$ cat src/rtl/dpx_pkg.sv
package dpx_pkg;
    localparam int PAGE_W    = 8;
    localparam int OPER_W    = 8;
    localparam int GPAGE_W   = 7;
    localparam int REG_AW    = 8;
    localparam int LOCAL_W   = PAGE_W + OPER_W;
    localparam int GLOBAL_W  = GPAGE_W + LOCAL_W;
    localparam logic [REG_AW-1:0] PAGE_REG_OFS = 8'h11;

    typedef enum logic { MODE_NORMAL = 1'b0, MODE_SPECIAL = 1'b1 } run_mode_e;

    typedef enum logic [1:0] { WR_IDLE, WR_TAKE_LOCK, WR_TAKE_FREE, WR_DROP } wr_action_e;

    typedef struct packed {
        logic               is_global;
        logic [OPER_W-1:0]  offset;
        logic [GPAGE_W-1:0] gpage;
        logic [GPAGE_W-1:0] lx_upper;
    } cpu_req_t;

    typedef struct packed {
        logic [GLOBAL_W-1:0] glob;
        logic [LOCAL_W-1:0]  loc;
    } addr_out_t;

    function automatic logic [LOCAL_W-1:0] join_local(
        input logic [PAGE_W-1:0] page, input logic [OPER_W-1:0] ofs);
        return {page, ofs};
    endfunction

    function automatic logic [GLOBAL_W-1:0] widen_global(
        input logic [LOCAL_W-1:0] loc, input cpu_req_t req);
        return {(req.is_global ? req.gpage : req.lx_upper), loc};
    endfunction
endpackage

$ cat src/rtl/dpx_page_reg.sv
module dpx_page_reg
    import dpx_pkg::*;
#(
    parameter logic [REG_AW-1:0] OFFSET = PAGE_REG_OFS
) (
    input  logic              clk,
    input  logic              rst,
    input  logic [REG_AW-1:0] reg_addr,
    input  logic              reg_wr,
    input  logic [PAGE_W-1:0] reg_wdata,
    input  run_mode_e         mode,
    output logic [PAGE_W-1:0] reg_rdata,
    output logic [PAGE_W-1:0] page_q
);
    logic       lock_q;
    logic       hit;
    wr_action_e act;

    assign hit = (reg_addr == OFFSET);

    always_comb begin
        act = WR_IDLE;
        if (reg_wr && hit) begin
            if (mode == MODE_SPECIAL) act = WR_TAKE_FREE;
            else if (!lock_q)         act = WR_TAKE_LOCK;
            else                      act = WR_DROP;
        end
    end

    always_ff @(posedge clk) begin
        if (rst) begin
            page_q <= '0;
            lock_q <= 1'b0;
        end else begin
            case (act)
                WR_TAKE_FREE: page_q <= reg_wdata;
                WR_TAKE_LOCK: begin
                    page_q <= reg_wdata;
                    lock_q <= 1'b1;
                end
                default: ;
            endcase
        end
    end

    assign reg_rdata = hit ? page_q : '0;

    // special-mode writes always load
    assert_special_load_R3: assert property (@(posedge clk) disable iff (rst)
        (reg_wr && hit && mode == MODE_SPECIAL) |=> (page_q == $past(reg_wdata)));

    // a locked normal-mode write is dropped
    assert_locked_drop_R4: assert property (@(posedge clk) disable iff (rst)
        (reg_wr && hit && mode == MODE_NORMAL && lock_q) |=> $stable(page_q));

    // the lock never clears outside reset
    assert_lock_sticky_R5: assert property (@(posedge clk) disable iff (rst)
        lock_q |=> lock_q);

    // no write at this offset leaves the register and the lock alone
    assert_miss_hold_R6: assert property (@(posedge clk) disable iff (rst)
        !(reg_wr && hit) |=> ($stable(page_q) && $stable(lock_q)));
endmodule

$ cat src/rtl/dpx_addr_compose.sv
module dpx_addr_compose
    import dpx_pkg::*;
(
    input  logic [PAGE_W-1:0] page,
    input  cpu_req_t          req,
    output addr_out_t         addr
);
    logic [LOCAL_W-1:0] loc;

    assign loc       = join_local(page, req.offset);
    assign addr.loc  = loc;
    assign addr.glob = widen_global(loc, req);
endmodule

$ cat src/rtl/dpx_unit.sv
module dpx_unit
    import dpx_pkg::*;
(
    input  logic                clk,
    input  logic                rst,
    input  logic [REG_AW-1:0]   reg_addr,
    input  logic                reg_wr,
    input  logic [PAGE_W-1:0]   reg_wdata,
    output logic [PAGE_W-1:0]   reg_rdata,
    input  logic                special_mode,
    input  logic [GPAGE_W-1:0]  gpage_in,
    input  logic [GPAGE_W-1:0]  lx_upper,
    input  logic [OPER_W-1:0]   cpu_offset,
    input  logic                cpu_global,
    output logic [LOCAL_W-1:0]  local_addr,
    output logic [GLOBAL_W-1:0] global_addr
);
    logic [PAGE_W-1:0] page;
    run_mode_e         mode;
    cpu_req_t          req;
    addr_out_t         addr;

    assign mode = special_mode ? MODE_SPECIAL : MODE_NORMAL;
    assign req  = '{is_global: cpu_global, offset: cpu_offset,
                    gpage: gpage_in, lx_upper: lx_upper};

    dpx_page_reg #(.OFFSET(PAGE_REG_OFS)) u_reg (
        .clk      (clk),
        .rst      (rst),
        .reg_addr (reg_addr),
        .reg_wr   (reg_wr),
        .reg_wdata(reg_wdata),
        .mode     (mode),
        .reg_rdata(reg_rdata),
        .page_q   (page)
    );

    dpx_addr_compose u_cmp (
        .page(page),
        .req (req),
        .addr(addr)
    );

    assign local_addr  = addr.loc;
    assign global_addr = addr.glob;

    // the read port and the address path see the same page
    assert_read_match_R2: assert property (@(posedge clk) disable iff (rst)
        (reg_addr == PAGE_REG_OFS) |-> (reg_rdata == local_addr[LOCAL_W-1:OPER_W]));

    // upper global bits follow the selected source
    assert_gpage_sel_R8: assert property (@(posedge clk) disable iff (rst)
        cpu_global |-> (global_addr[GLOBAL_W-1:LOCAL_W] == gpage_in));
endmodule

$ cat config.mk
export PLATFORM = sky130hd
export DESIGN_NAME = dpx_unit
export DESIGN_NICKNAME = d
export VERILOG_FILES = /design/src/rtl/dpx_pkg.sv /design/src/rtl/dpx_page_reg.sv /design/src/rtl/dpx_addr_compose.sv /design/src/rtl/dpx_unit.sv
export SDC_FILE = /design/constraint.sdc
export NUM_CORES = 1
export LEC_CHECK = 0
export ABC_CLOCK_PERIOD_IN_PS = 4100
export BUFFER_PORTS_ARGS = -buffer_cell sky130_fd_sc_hd__clkbuf_2
export CAP_MARGIN = 20
export CORE_MARGIN = 1.5
export CORE_UTILIZATION = 34
export CTS_CLUSTER_SIZE = 20
export DETAILED_ROUTE_END_ITERATION = 10
export HOLD_SLACK_MARGIN = 0.1
export PLACE_DENSITY_LB_ADDON = 0.2
export SLEW_MARGIN = 5
export SYNTH_ARGS = -nofsm -noshare
export SYNTH_HDL_FRONTEND = slang
export SYNTH_SLANG_ARGS = --single-unit
$ cat constraint.sdc
create_clock -name clk -period 4.1 [get_ports clk]
set_input_delay 0.205 -clock clk [delete_from_list [all_inputs] [get_ports clk]]
set_output_delay 0.205 -clock clk [all_outputs]
set_load 0.005 [all_outputs]
# Word-level counts from Yosys, hierarchy flattened
# Cells that the tools add are included.
totals:
  reg_bits: 9
  input_bits: 43
  word_cells: 13
classes:
  eq_ne: 3
  mux: 6
  reduce_logical: 2
ops:
  columns: ["operator", "count"]
  rows:
  - ["$eq 8x5->1 const B", 1]
  - ["$mux 8", 1]
  - ["$mux 7", 1]
  - ["$mux 2", 3]
  - ["$eq 2x1->1 const B", 1]
  - ["$eq 2x2->1 const B", 1]
  - ["$reduce_or 2->1", 1]
  - ["$logic_and 1x1->1", 1]
  - ["$mux 1", 1]

# Depth between registers and ports, before layout
depth:
  depth_word: 5
  ltp_mapped: 7
  mapped_depth_nobuf: 5

# Cells and area by module
# Synthesis repeated with hierarchy kept, for this count alone.
hier_totals:
  cells_unflattened: 93
  area_unflattened_um2: 808.3
by_module_without_submodules:
  columns: ["mod", "n_inst", "cells_each", "area_each_um2", "seq_area_each_um2"]
  rows:
  - ["dpx_page_reg", 1, 53, 451.7, 180.2]
  - ["dpx_addr_compose", 1, 40, 356.6, 0.0]

# Least setup slack after synthesis
# No wires, ideal clock.
synth_path:
  path_kind: "input to register"
  startpoint: "in reg_addr[5]"
  endpoint: "reg u_reg.page_q[0]"
  arrival_ns: 2.147
  path_slack_ns: 1.827
  stages: 7
  cell_sequence: "or4b_1 buf_6 or3_4 ha_1 clkbuf_1 mux2i_1 nor2_1"
synth_via:
  elab_chain_cells: 5
  elab_cells_between_ends: 6
  cone_classes: "eq/ne: 3; mux: 1; reduce/logical: 2"
synth_lines:
  columns: ["item", "line_no", "rtl"]
  rows:
  - ["from (decl)", "dpx_unit.sv:6", "input logic [REG_AW-1:0] reg_addr,"]
  - ["$eq 8x5->1 *", "dpx_page_reg.sv:19", "assign hit = (reg_addr == OFFSET);"]
  - ["$logic_and 1x1->1 *", "dpx_page_reg.sv:23", "if (reg_wr && hit) begin"]
  - ["$mux 2 *", "dpx_page_reg.sv:23", null]
  - ["$eq 2x2->1 / $eq 2x1->1 (equally long branches)", "dpx_page_reg.sv:35", "case (act)"]
  - ["$reduce_or 2->1 (no line) *", null, null]
  - ["to (signal assigned)", "dpx_page_reg.sv:36", "WR_TAKE_FREE: page_q <= reg_wdata;"]
  - ["to (signal assigned)", "dpx_page_reg.sv:38", "page_q <= reg_wdata;"]
  - ["to (decl)", "dpx_page_reg.sv:13", "output logic [PAGE_W-1:0] page_q"]
# Mark *: on every way between the ends. The rest lies on a longest branch, timed or not.
# A chain may end at the register's enable or synchronous reset.

# Worst setup path in the final report
layout_path:
  startpoint: "in reg_addr[5]"
  endpoint: "reg u_reg.page_q[6]"
# The elaborated chain is that of the path after synthesis.

==> impl_metrics.json <==
{
  "clkSinkCount": 9,
  "cp.depth": 6,
  "hold_viol": 0,
  "post-dp-hpwl_um": 1350,
  "critical_path.n_buffers_inverters": 1,
  "avgSynthCellArea_um2": 8.38,
  "die_h_um": 48.8,
  "max_freq_mhz": 475,
  "area_delta_synth_final_pct": 25.0,
  "dpl_cell_area_um2": 863,
  "hold_path_class": "in2reg",
  "std_cell_rows": 16,
  "max_cap_violations": 0,
  "timing.reg2reg.worst_path_depth": 5,
  "die_w_um": 48.8,
  "design.portCount": 90,
  "status": "finished clean",
  "synth_top_area_cell": "sky130_fd_sc_hd__dfxtp_1",
  "final_cell_area_um2": 890,
  "cpPeakStageDelay_ns": 0.69,
  "ys_top_cells_by_count": "24 x sky130_fd_sc_hd__buf_4, 10 x sky130_fd_sc_hd__nor2_1, 9 x sky130_fd_sc_hd__dfxtp_1",
  "global_route.usage.total_pct": 14.6,
  "cts-htree-levels": 1,
  "met3_usage_pct": 6.17,
  "post-route-min-period_ns": 2.11,
  "fill_cells": 212,
  "crit_path_top_delay_cell": "sky130_fd_sc_hd__or4b_1",
  "drt_iter0_markers": 4,
  "synth_cell_type_count": 15,
  "num-nets-final": 170,
  "seq_area_frac_synth_pct": 25.3,
  "synth.area.top_cells": "sky130_fd_sc_hd__dfxtp_1 25%, sky130_fd_sc_hd__buf_4 25%, sky130_fd_sc_hd__mux2i_1 11%",
  "worst_path_dominant_cell_family": "simple AND/OR/NAND/NOR gates",
  "multi_input_area_um2": 294,
  "power.share.combinational_pct": 17.5,
  "critPathKind": "in2reg",
  "worstSetupEndpointType": "flip-flop",
  "tightest_slew_ns": 0.417,
  "layout.area.seq_um2": 180,
  "intPower_uw": 146,
  "place.gp.congestion": 0.640,
  "p_sw_share_pct": 23.9,
  "met1_global_route_usage_pct": 13.9,
  "cts_post_setup_buffers_inserted": 0,
  "clk_pin_slew_ns": 0.07,
  "final.period_utilization_pct": 51.4,
  "worstPathRequired_ns": 4.25,
  "placement.io_buffers": 65,
  "grt_start_max_net_pins": 11,
  "power.static_leakage_uw": 0.000510,
  "floorplan.die_area_mm2": 0.00238,
  "grt_most_used_layer": "met2",
  "grt_pass1_wl_um": 2700,
  "rsz_0062_raised_after_global_routing": "false",
  "hold-path-cell-count": 3,
  "arrival_ns": 2.26,
  "clockRootBuffer": "sky130_fd_sc_hd__clkbuf_4",
  "cts_inserted_buffers": 3,
  "max-clock-path-buffers": 2,
  "peak_supply_drop_uv": 125,
  "drt-pass1-iter-count": 3,
  "share_seq_of_total_power_pct": 45.7,
  "antenna_violating_nets_post_route": 0,
  "synth-edff-count": 0,
  "grt_antenna_before_repair": 0,
  "critical_path_peak_fanout": 10,
  "num_antenna_cells": 0,
  "setup_tns_ns": 0,
  "ff2ff_setup_slack_ns": 2.41,
  "timing.max_slew.rel_slack_pct": 72.2,
  "worst_skew_late_latency_ns": 0.26,
  "post_cts_hold_buffer_count": 0,
  "mappedNetlistArea_um2": 712,
  "async_flop_share_pct": 0,
  "critical_path.startpoint_type": "primary input",
  "number_of_global_route_vias_before_repair": 619,
  "synth.most_common_cell": "sky130_fd_sc_hd__buf_4",
  "gr-usage-met2_pct": 26.0,
  "post_synth_inst_count": 85,
  "synth_top_area_share_pct": 25.3,
  "postSynthNetCount": 129,
  "clkPwrFrac_pct": 36.8,
  "synth.yosys.warnings": 0,
  "power_per_standard_cell_area_mw_per_mm2": 215,
  "post_drt_via_cell_ratio": 4.39,
  "coreArea_mm2": 0.00196,
  "routed_wirelength_um": 1720,
  "drc": 0,
  "report.final.setup_viol": 0,
  "post_drt_wl_per_cell_um": 11.3,
  "slew_violations": 0,
  "vias": 667,
  "cts_tree": "built",
  "clock_skew_ns": 0.00537,
  "yosys_register_bits": 9,
  "synth_top_flop_cell": "sky130_fd_sc_hd__dfxtp_1",
  "start_util_pct": 36.3,
  "post_route_cells_drive_above_1_share_pct": 60.8,
  "worstPathCellList": "clkbuf_2, or4b_1, or3_4, ha_1, mux2i_1, nor2_1",
  "cts_resized": 0,
  "power.switching_uw": 45.7,
  "global_route.overflow_total": 0
}
==> cell type report <==
type / instances / share of cell area (%)
Timing Repair Buffer: 65 / 36.6
Multi-Input combinational cell: 39 / 33.1
Sequential cell: 9 / 20.3
Tap cell: 27 / 3.80
Inverter: 8 / 3.38
Clock buffer: 4 / 2.95
==> cells in the final DEF, fill, tap and decap left out, drive strengths merged <==
master and count:
clkbuf 69, dfxtp 9, ha 1, inv 8, mux2 7, mux2i 8
nor2 10, nor3 8, nor4b 1, o21ai 1, or3 1, or4b 2
==> through the flow <==
stage	util (%)	hold WS, ns	cells	setup WS (ns)	power (uW)
floorplan	-	0.349	85	1.83	115
global placement	44.0	0.410	148	1.75	123
detailed placement	44.0	0.410	148	1.70	123
CTS	45.3	0.164	152	1.97	195
global route	45.3	0.178	152	1.88	203
finish	45.3	0.169	152	1.99	192
==> worst min-delay path: cells and delay by family <==
family                 cells  cell delay [ns]
buffers and inverters      1             0.08
AND/OR/NAND/NOR            1             0.07
multiplexers               1             0.05
==> kinds of logic (layout without fill, tap and decap cells) <==
family / count (synthesis) / count (layout) / synth area share [%]
compound gates: 1 / 1 / 0.702
mux: 15 / 15 / 22.3
fa+ha+maj: 1 / 1 / 1.76
buf+inv: 37 / 77 / 33.4
flops: 9 / 9 / 25.3
simple gates: 22 / 22 / 16.5
==> metal layers <==
layer / part of all wire (%) / wire [um] / vias to the layer above
li1: - / - / 331
met1: 36 / 614 / 285
met2: 49 / 841 / 37
met3: 12 / 215 / 14
met4: 3.0 / 52 / 0
met5: 0 / 0 / -
==> worst paths after layout <==
check,end,start
hold / removal,u_reg.page_q[1],reg_wdata[1]
setup reg to reg,u_reg.page_q[6],u_reg.lock_q
hold reg to reg,u_reg.lock_q,u_reg.lock_q
setup / recovery,u_reg.page_q[6],reg_addr[5]
==> flip-flops by register name, indices dropped and copies added, names as in the netlist <==
| name | count |
|---|---|
| u_reg.lock_q | 1 |
| u_reg.page_q | 8 |
==> power by group through the flow <==
stage	sequential, uW	clock (uW)	combinational, uW
2_1_floorplan	89.6	0	25.2
3_3_place_gp	89.6	0	33.0
3_5_place_dp	89.6	0	33.6
4_1_cts	87.6	73.9	33.9
5_1_grt	87.5	78.3	36.8
6_report	87.6	70.4	33.6
No activity file was read; power rests on OpenSTA's default activity.
